`config.mk`:
```
export PLATFORM = sky130hd
export DESIGN_NAME = scsi_pio_regif
export DESIGN_NICKNAME = d
export VERILOG_FILES = /design/src/rtl/scsi_pio_pkg.sv /design/src/rtl/scsi_pio_fifo.sv /design/src/rtl/scsi_pio_regfile.sv /design/src/rtl/scsi_pio_cmd.sv /design/src/rtl/scsi_pio_regif.sv
export SDC_FILE = /design/constraint.sdc
export NUM_CORES = 1
export LEC_CHECK = 0
export BUFFER_PORTS_ARGS = -buffer_cell sky130_fd_sc_hd__buf_2
export CELL_PAD_IN_SITES_DETAIL_PLACEMENT = 0
export CELL_PAD_IN_SITES_GLOBAL_PLACEMENT = 2
export CORE_MARGIN = 2
export CORE_UTILIZATION = 45
export CTS_BUF_LIST = sky130_fd_sc_hd__clkbuf_4 sky130_fd_sc_hd__clkbuf_8 sky130_fd_sc_hd__clkbuf_16
export DETAILED_ROUTE_END_ITERATION = 7
export PLACE_DENSITY = 0.79
export SYNTH_ARGS = -nofsm -noshare
export SYNTH_HDL_FRONTEND = slang
export SYNTH_SLANG_ARGS = --single-unit
```
`constraint.sdc`:
```
create_clock -name clk -period 3.88 [get_ports clk]
set_clock_uncertainty 0.15 [all_clocks]
set_input_delay 0.97 -clock clk [delete_from_list [all_inputs] [get_ports clk]]
set_output_delay 0.97 -clock clk [all_outputs]
set_load 0.01 [all_outputs]
```
`src/rtl/scsi_pio_pkg.sv`:
```
package scsi_pio_pkg;
  localparam int unsigned NUM_REGS = 16;
  localparam int unsigned IDX_W    = 4;

  localparam logic [IDX_W-1:0] IDX_TC_LO  = 4'd0;
  localparam logic [IDX_W-1:0] IDX_TC_HI  = 4'd1;
  localparam logic [IDX_W-1:0] IDX_FIFO   = 4'd2;
  localparam logic [IDX_W-1:0] IDX_CMD    = 4'd3;
  localparam logic [IDX_W-1:0] IDX_TARGET = 4'd4;

  // registers whose written value is visible on reads
  localparam logic [NUM_REGS-1:0] READBACK_MASK = 16'hF90B;

  localparam logic [6:0] CMD_XFER_INFO = 7'h10;
endpackage

```
`src/rtl/scsi_pio_fifo.sv`:
```
module scsi_pio_fifo #(
  parameter int unsigned DEPTH  = 64,
  parameter int unsigned DATA_W = 8,
  parameter int unsigned CNT_W  = 16
) (
  input  logic              clk,
  input  logic              rst,
  input  logic              push,
  input  logic [DATA_W-1:0] push_data,
  input  logic              pop_req,
  input  logic              load,
  input  logic [CNT_W-1:0]  load_count,
  output logic [DATA_W-1:0] pop_data,
  output logic              pop_pulse
);
  localparam int unsigned AW = $clog2(DEPTH);
  localparam logic [CNT_W-1:0] FULL_LVL = CNT_W'(DEPTH);

  logic [DATA_W-1:0] mem [DEPTH];
  logic [AW-1:0]     wptr, rptr;
  logic [CNT_W-1:0]  count;
  logic              push_ok, pop_ok;

  assign push_ok = push && !load && (count < FULL_LVL);
  assign pop_ok  = pop_req && !load && (count != '0);

  always_ff @(posedge clk) begin
    if (rst) begin
      wptr      <= '0;
      rptr      <= '0;
      count     <= '0;
      pop_pulse <= 1'b0;
    end else begin
      pop_pulse <= pop_ok;
      if (load) begin
        count <= load_count;
        wptr  <= '0;
        rptr  <= '0;
      end else if (push_ok) begin
        wptr  <= wptr + 1'b1;
        count <= count + 1'b1;
      end else if (pop_ok) begin
        count <= count - 1'b1;
        if (count == CNT_W'(1)) begin
          rptr <= '0;
          wptr <= '0;
        end else begin
          rptr <= rptr + 1'b1;
        end
      end
    end
  end

  // storage without reset so block RAM can be inferred
  always_ff @(posedge clk) begin
    if (push_ok) mem[wptr] <= push_data;
  end

  always_ff @(posedge clk) begin
    if (rst)         pop_data <= '0;
    else if (pop_ok) pop_data <= mem[rptr];
  end

  // a push into a full buffer changes nothing
  a_r3_no_overflow: assert property (@(posedge clk) disable iff (rst)
    (push && !load && !pop_req && count >= FULL_LVL) |=> (count == $past(count) && wptr == $past(wptr)));

  // a successful pop lowers the count by one and pulses the interrupt
  a_r4_pop_decrement: assert property (@(posedge clk) disable iff (rst)
    (pop_req && !push && !load && count != '0) |=> (count == $past(count) - 1'b1 && pop_pulse));

  // a pop on an empty buffer leaves the data and count alone
  a_r5_empty_hold: assert property (@(posedge clk) disable iff (rst)
    (pop_req && !push && !load && count == '0) |=> ($stable(pop_data) && count == '0 && !pop_pulse));

  // an empty buffer always has both pointers at slot 0
  a_r6_rewind: assert property (@(posedge clk) disable iff (rst)
    (count == '0) |-> (rptr == '0 && wptr == '0));
endmodule

```
`src/rtl/scsi_pio_regfile.sv`:
```
module scsi_pio_regfile
  import scsi_pio_pkg::*;
#(
  parameter int unsigned          DATA_W = 8,
  parameter logic [NUM_REGS-1:0]  RB_MASK = READBACK_MASK
) (
  input  logic              clk,
  input  logic              rst,
  input  logic              wr,
  input  logic [IDX_W-1:0]  idx,
  input  logic [DATA_W-1:0] wdata,
  output logic [DATA_W-1:0] rdata,
  output logic [2*DATA_W-1:0] xfer_count,
  output logic [2:0]        target_id
);
  logic [DATA_W-1:0] regs [NUM_REGS];

  for (genvar g = 0; g < NUM_REGS; g++) begin : g_reg
    if (RB_MASK[g]) begin : g_store
      always_ff @(posedge clk) begin
        if (rst)                          regs[g] <= '0;
        else if (wr && idx == IDX_W'(g))  regs[g] <= wdata;
      end
    end else begin : g_none
      assign regs[g] = '0;
    end
  end

  always_ff @(posedge clk) begin
    if (rst)                            target_id <= '0;
    else if (wr && idx == IDX_TARGET)   target_id <= wdata[2:0];
  end

  assign rdata      = regs[idx];
  assign xfer_count = {regs[IDX_TC_HI], regs[IDX_TC_LO]};

  // the target field follows the register-4 write
  a_r9_target: assert property (@(posedge clk) disable iff (rst)
    (wr && idx == IDX_TARGET) |=> (target_id == $past(wdata[2:0])));
endmodule

```
`src/rtl/scsi_pio_cmd.sv`:
```
module scsi_pio_cmd
  import scsi_pio_pkg::*;
(
  input  logic       clk,
  input  logic       rst,
  input  logic       wr,
  input  logic [7:0] wdata,
  output logic       dma_mode,
  output logic       strobe,
  output logic [6:0] code,
  output logic       xfer_load
);
  assign xfer_load = wr && !wdata[7] && (wdata[6:0] == CMD_XFER_INFO);

  always_ff @(posedge clk) begin
    if (rst) begin
      dma_mode <= 1'b0;
      strobe   <= 1'b0;
      code     <= '0;
    end else begin
      strobe <= wr;
      if (wr) begin
        dma_mode <= wdata[7];
        code     <= wdata[6:0];
      end
    end
  end

  // a command write yields a strobe, the code and the mode next cycle
  a_r7_dispatch: assert property (@(posedge clk) disable iff (rst)
    wr |=> (strobe && code == $past(wdata[6:0]) && dma_mode == $past(wdata[7])));

  // the mode flag only moves on a command write
  a_r7_mode_hold: assert property (@(posedge clk) disable iff (rst)
    !wr |=> ($stable(dma_mode) && !strobe));
endmodule

```
`src/rtl/scsi_pio_regif.sv`:
```
module scsi_pio_regif
  import scsi_pio_pkg::*;
#(
  parameter int unsigned FIFO_DEPTH = 64,
  parameter int unsigned DATA_W     = 8
) (
  input  logic              clk,
  input  logic              rst,
  input  logic [5:2]        reg_addr,
  input  logic              reg_wr,
  input  logic              reg_rd,
  input  logic [DATA_W-1:0] reg_wdata,
  output logic [DATA_W-1:0] reg_rdata,
  output logic              irq,
  output logic              dma_mode,
  output logic              cmd_strobe,
  output logic [6:0]        cmd_code,
  output logic [2:0]        target_id
);
  localparam int unsigned CNT_W = 2 * DATA_W;

  logic [IDX_W-1:0]  idx;
  logic              rd_go;
  logic [DATA_W-1:0] rf_rdata, fifo_q, rd_reg;
  logic [CNT_W-1:0]  xfer_count;
  logic              xfer_load, rd_from_fifo;

  assign idx   = reg_addr;
  assign rd_go = reg_rd && !reg_wr;

  scsi_pio_regfile #(.DATA_W(DATA_W)) u_regs (
    .clk        (clk),
    .rst        (rst),
    .wr         (reg_wr),
    .idx        (idx),
    .wdata      (reg_wdata),
    .rdata      (rf_rdata),
    .xfer_count (xfer_count),
    .target_id  (target_id)
  );

  scsi_pio_cmd u_cmd (
    .clk       (clk),
    .rst       (rst),
    .wr        (reg_wr && idx == IDX_CMD),
    .wdata     (reg_wdata[7:0]),
    .dma_mode  (dma_mode),
    .strobe    (cmd_strobe),
    .code      (cmd_code),
    .xfer_load (xfer_load)
  );

  scsi_pio_fifo #(.DEPTH(FIFO_DEPTH), .DATA_W(DATA_W), .CNT_W(CNT_W)) u_fifo (
    .clk        (clk),
    .rst        (rst),
    .push       (reg_wr && idx == IDX_FIFO),
    .push_data  (reg_wdata),
    .pop_req    (rd_go && idx == IDX_FIFO),
    .load       (xfer_load),
    .load_count (xfer_count),
    .pop_data   (fifo_q),
    .pop_pulse  (irq)
  );

  always_ff @(posedge clk) begin
    if (rst) begin
      rd_reg       <= '0;
      rd_from_fifo <= 1'b0;
    end else if (rd_go) begin
      rd_from_fifo <= (idx == IDX_FIFO);
      if (idx != IDX_FIFO) rd_reg <= rf_rdata;
    end
  end

  assign reg_rdata = rd_from_fifo ? fifo_q : rd_reg;

  // a read colliding with a write is dropped
  a_r10_rd_ignored: assert property (@(posedge clk) disable iff (rst)
    (reg_wr && reg_rd) |=> ($stable(reg_rdata) && !irq));

  // with no read, the read data holds
  a_r1_rdata_hold: assert property (@(posedge clk) disable iff (rst)
    !reg_rd |=> $stable(reg_rdata));
endmodule

```
==> results.md <==
- Part of the power in registers: between 50 and 60%
- Clock latency on the worst-skew pair: just over 600 ps
- Post-synth ARST share: 0%
- Routability cong.: approximately 0.86
- Initial antenna violation count: 0
- Final Max Slew Viols: 0
- Post-route ant nets: 0
- Antenna cells: 0
- Tcrit/Tclk final: a little under 90%
- DR DRC count: 0
- Reg area: around 18000 um2
- Max cap viols: 0
- CTS root buffer: clkbuf_16
- Most frequent cells in the layout: 512 x edfxtp_1, 169 x nor2_1, 119 x buf_4, 119 x dfxtp_1, 116 x mux2i_1
- CTS tree: built
- Largest net degree at the start of global routing: 75
- Synthesized area: 25620 um2
- Hold crit path type: register to register
- Number of flip-flops in the largest register: about 510
- Final net count: between 1500 and 2000
- Dpl cells: roughly 2400
- Via-per-instance ratio: roughly 5.9
- Top reg by flops: u_fifo.mem
- DRT Pass-1 Iters: 5
- Post-DP HPWL: roughly 42000 um
- Least-Margin Pin Slew: 989.9 ps
- Die X: 242.6 um
- Final wirelength: 66500 um
- Post-synth cell types: 71
- Sequential fraction of the synthesis area: a little over two thirds
- Starting density of the core: a little under half
- Fin cells: about 2500
- Sw Ratio: ~20%
- YS warnings: 0
- EDFF count, synth: roughly 500
- Critical Path RT: 3950 ps
- Remaining Overflow, GRT: 0
- Total routing usage reported by global routing: between 20% and 30%
- Post-CTS Setup Bufs: 0
- Crit. End Element: register
- Int Pwr: 11.58 mW
- Maximum vdd drop: about 420 uV
- H-tree Lvls: 3
- First-pass GRT wire length: roughly 100000 um
- Final number of setup-violating endpoints: 0
- Bufs on Longest Clock Path: 3
- Vias in the first global route: 14820
- Crit Path Category: register to register
- NetSw: ~2.9 mW
- Average cell area after synthesis: around 16 um2
- Rel. slew slack: roughly 34%
- IO Count: 37
- Post-CTS Hold Buffers: 0
- Critical Path Fanout Max: 8
- Post_cts resized: 0
- # rows: 87
- PortBufs: 36
- Die height: 242.6 um
- Total power draw: roughly 14 mW
- RSZ-0062 raised after global routing: false
- Leakage: between 9 and 10 nW
- Layout cells sized above 1: approximately a quarter
- Synth Flop Type: edfxtp_1
- Min setup slack post-route: approximately 450 ps
- Startpoint types: register
- Pwr dens: just under 500 nW/um2
- Die area: a little under 60000 um2
- Clock share of power: roughly 47%
- FMAX: roughly 290 MHz
- Core Area: approximately 56000 um2
- Min Tclk post-route: 3427 ps
- Clock slew at reported path FFs: ~60 ps
- Gate power share: under 10%
- Net Count, Synth: ~1600
- Pre-CTS WS: -31.92 ps
- Largest regs: u_fifo.mem x512, u_regs.regs x56
- Commonest non-fill, non-tap cell in the layout: edfxtp_1
- Final hold viol count: 0
- WL/cell: around 27 um
- CTS sink count: between 600 and 700
- Critical Path AT: around 3500 ps
- Flops & latches, synth: between 600 and 700
- Filler Cell Count: 4623
- Multi-input gate area: between 7000 and 8000 um2
- Status: completed
- Vias: about 15000
- Mapped Cells: around 1600
- 1st-iter DRT viols: around 1500
- Area growth, synth to finish: 15.25%
- CTS Buf Count: 67
## per-stage QoR
step	hold WS, ps	utilization (%)	area (um2)	TNS, ps
finish	320.5	52.37	29530	0
global route	357.6	52.37	29530	0
floorplan	292.0	-	25620	0
CTS	327.5	52.37	29530	0
global placement	307.5	48.17	27160	0
detailed placement	319.5	48.17	27160	-256.3
## power groups by stage
| stage | logic (mW) | registers [mW] | clock network (mW) |
|---|---|---|---|
| 6_report | 0.312 | 7.37 | 6.81 |
| 5_1_grt | 0.338 | 7.37 | 7.19 |
| 4_1_cts | 0.315 | 7.37 | 6.92 |
| 3_5_place_dp | 0.316 | 7.51 | 0 |
| 3_3_place_gp | 0.311 | 7.51 | 0 |
| 2_1_floorplan | 0.135 | 7.51 | 0 |
## synthesized netlist by cell type, types with 16 or more instances
| cell | number | area share [%] |
|---|---|---|
| a211oi_1 | 18 | 0.53 |
| mux2_2 | 19 | 0.84 |
| o221ai_1 | 22 | 0.75 |
| dfxtp_1 | 122 | 9.5 |
| edfxtp_1 | 512 | 60 |
| nor2_1 | 170 | 2.5 |
| buf_2 | 25 | 0.49 |
| o21ai_0 | 23 | 0.45 |
| mux2i_1 | 116 | 4.5 |
| nand3_1 | 29 | 0.57 |
| a21oi_1 | 67 | 1.3 |
| mux4_2 | 114 | 10 |
| clkbuf_1 | 63 | 0.92 |
| nor3_1 | 16 | 0.31 |
| a22oi_1 | 40 | 1.2 |
| nand2_1 | 65 | 0.95 |
## kinds of logic (layout without fill, tap and decap cells)
| logic type | count (synthesis) | count (layout) | share of synthesized area, % |
|---|---|---|---|
| AOI/OAI and AO/OA | 224 | 224 | 5.958 |
| xor gates and xnor gates | 5 | 5 | 0.1710 |
| adders and majority gates | 5 | 5 | 0.2442 |
| buffers and inverters | 126 | 283 | 2.266 |
| DFF | 634 | 634 | 69.54 |
| muxes | 249 | 249 | 15.39 |
| and+or+nand+nor | 350 | 350 | 6.427 |
## critical path: stages, from the launching register on
cell and delay [ps]:
dfxtp_1 370, nor4_1 550, and4_1 380, nor2b_1 360
nand2_1 550, nor2_1 700
## per-layer routing
metal	global-route usage (%)	part of all wire, %	vias up
li1	-	-	6494
met2	35.08	47	587
met4	6.063	1.9	0
met3	5.374	7.9	85
met5	0	0	-
met1	32.52	43	7639
## layout make-up
class | count | share of cell area, %
well taps | 756 | 3.204
repair buffers | 157 | 3.822
clock buffers | 81 | 6.394
inverters | 6 | 0.07627
flip-flops and latches | 634 | 60.38
multi-input cells | 833 | 24.50
clock inverters | 39 | 1.623
## worst paths after layout
| path | from | endpoint | slack (ps) | cells after the start |
|---|---|---|---|---|
| worst max-delay path | u_fifo.count[12] | u_fifo.mem[4][1] | 450 | 5 |
| worst min-delay path | u_regs.regs[96] | u_regs.regs[96] | 320 | 2 |
| worst max register to register | u_fifo.count[12] | u_fifo.mem[4][1] | 450 | 5 |
| worst min register to register | u_regs.regs[96] | u_regs.regs[96] | 320 | 2 |
No activity file was read; power rests on OpenSTA's default activity.
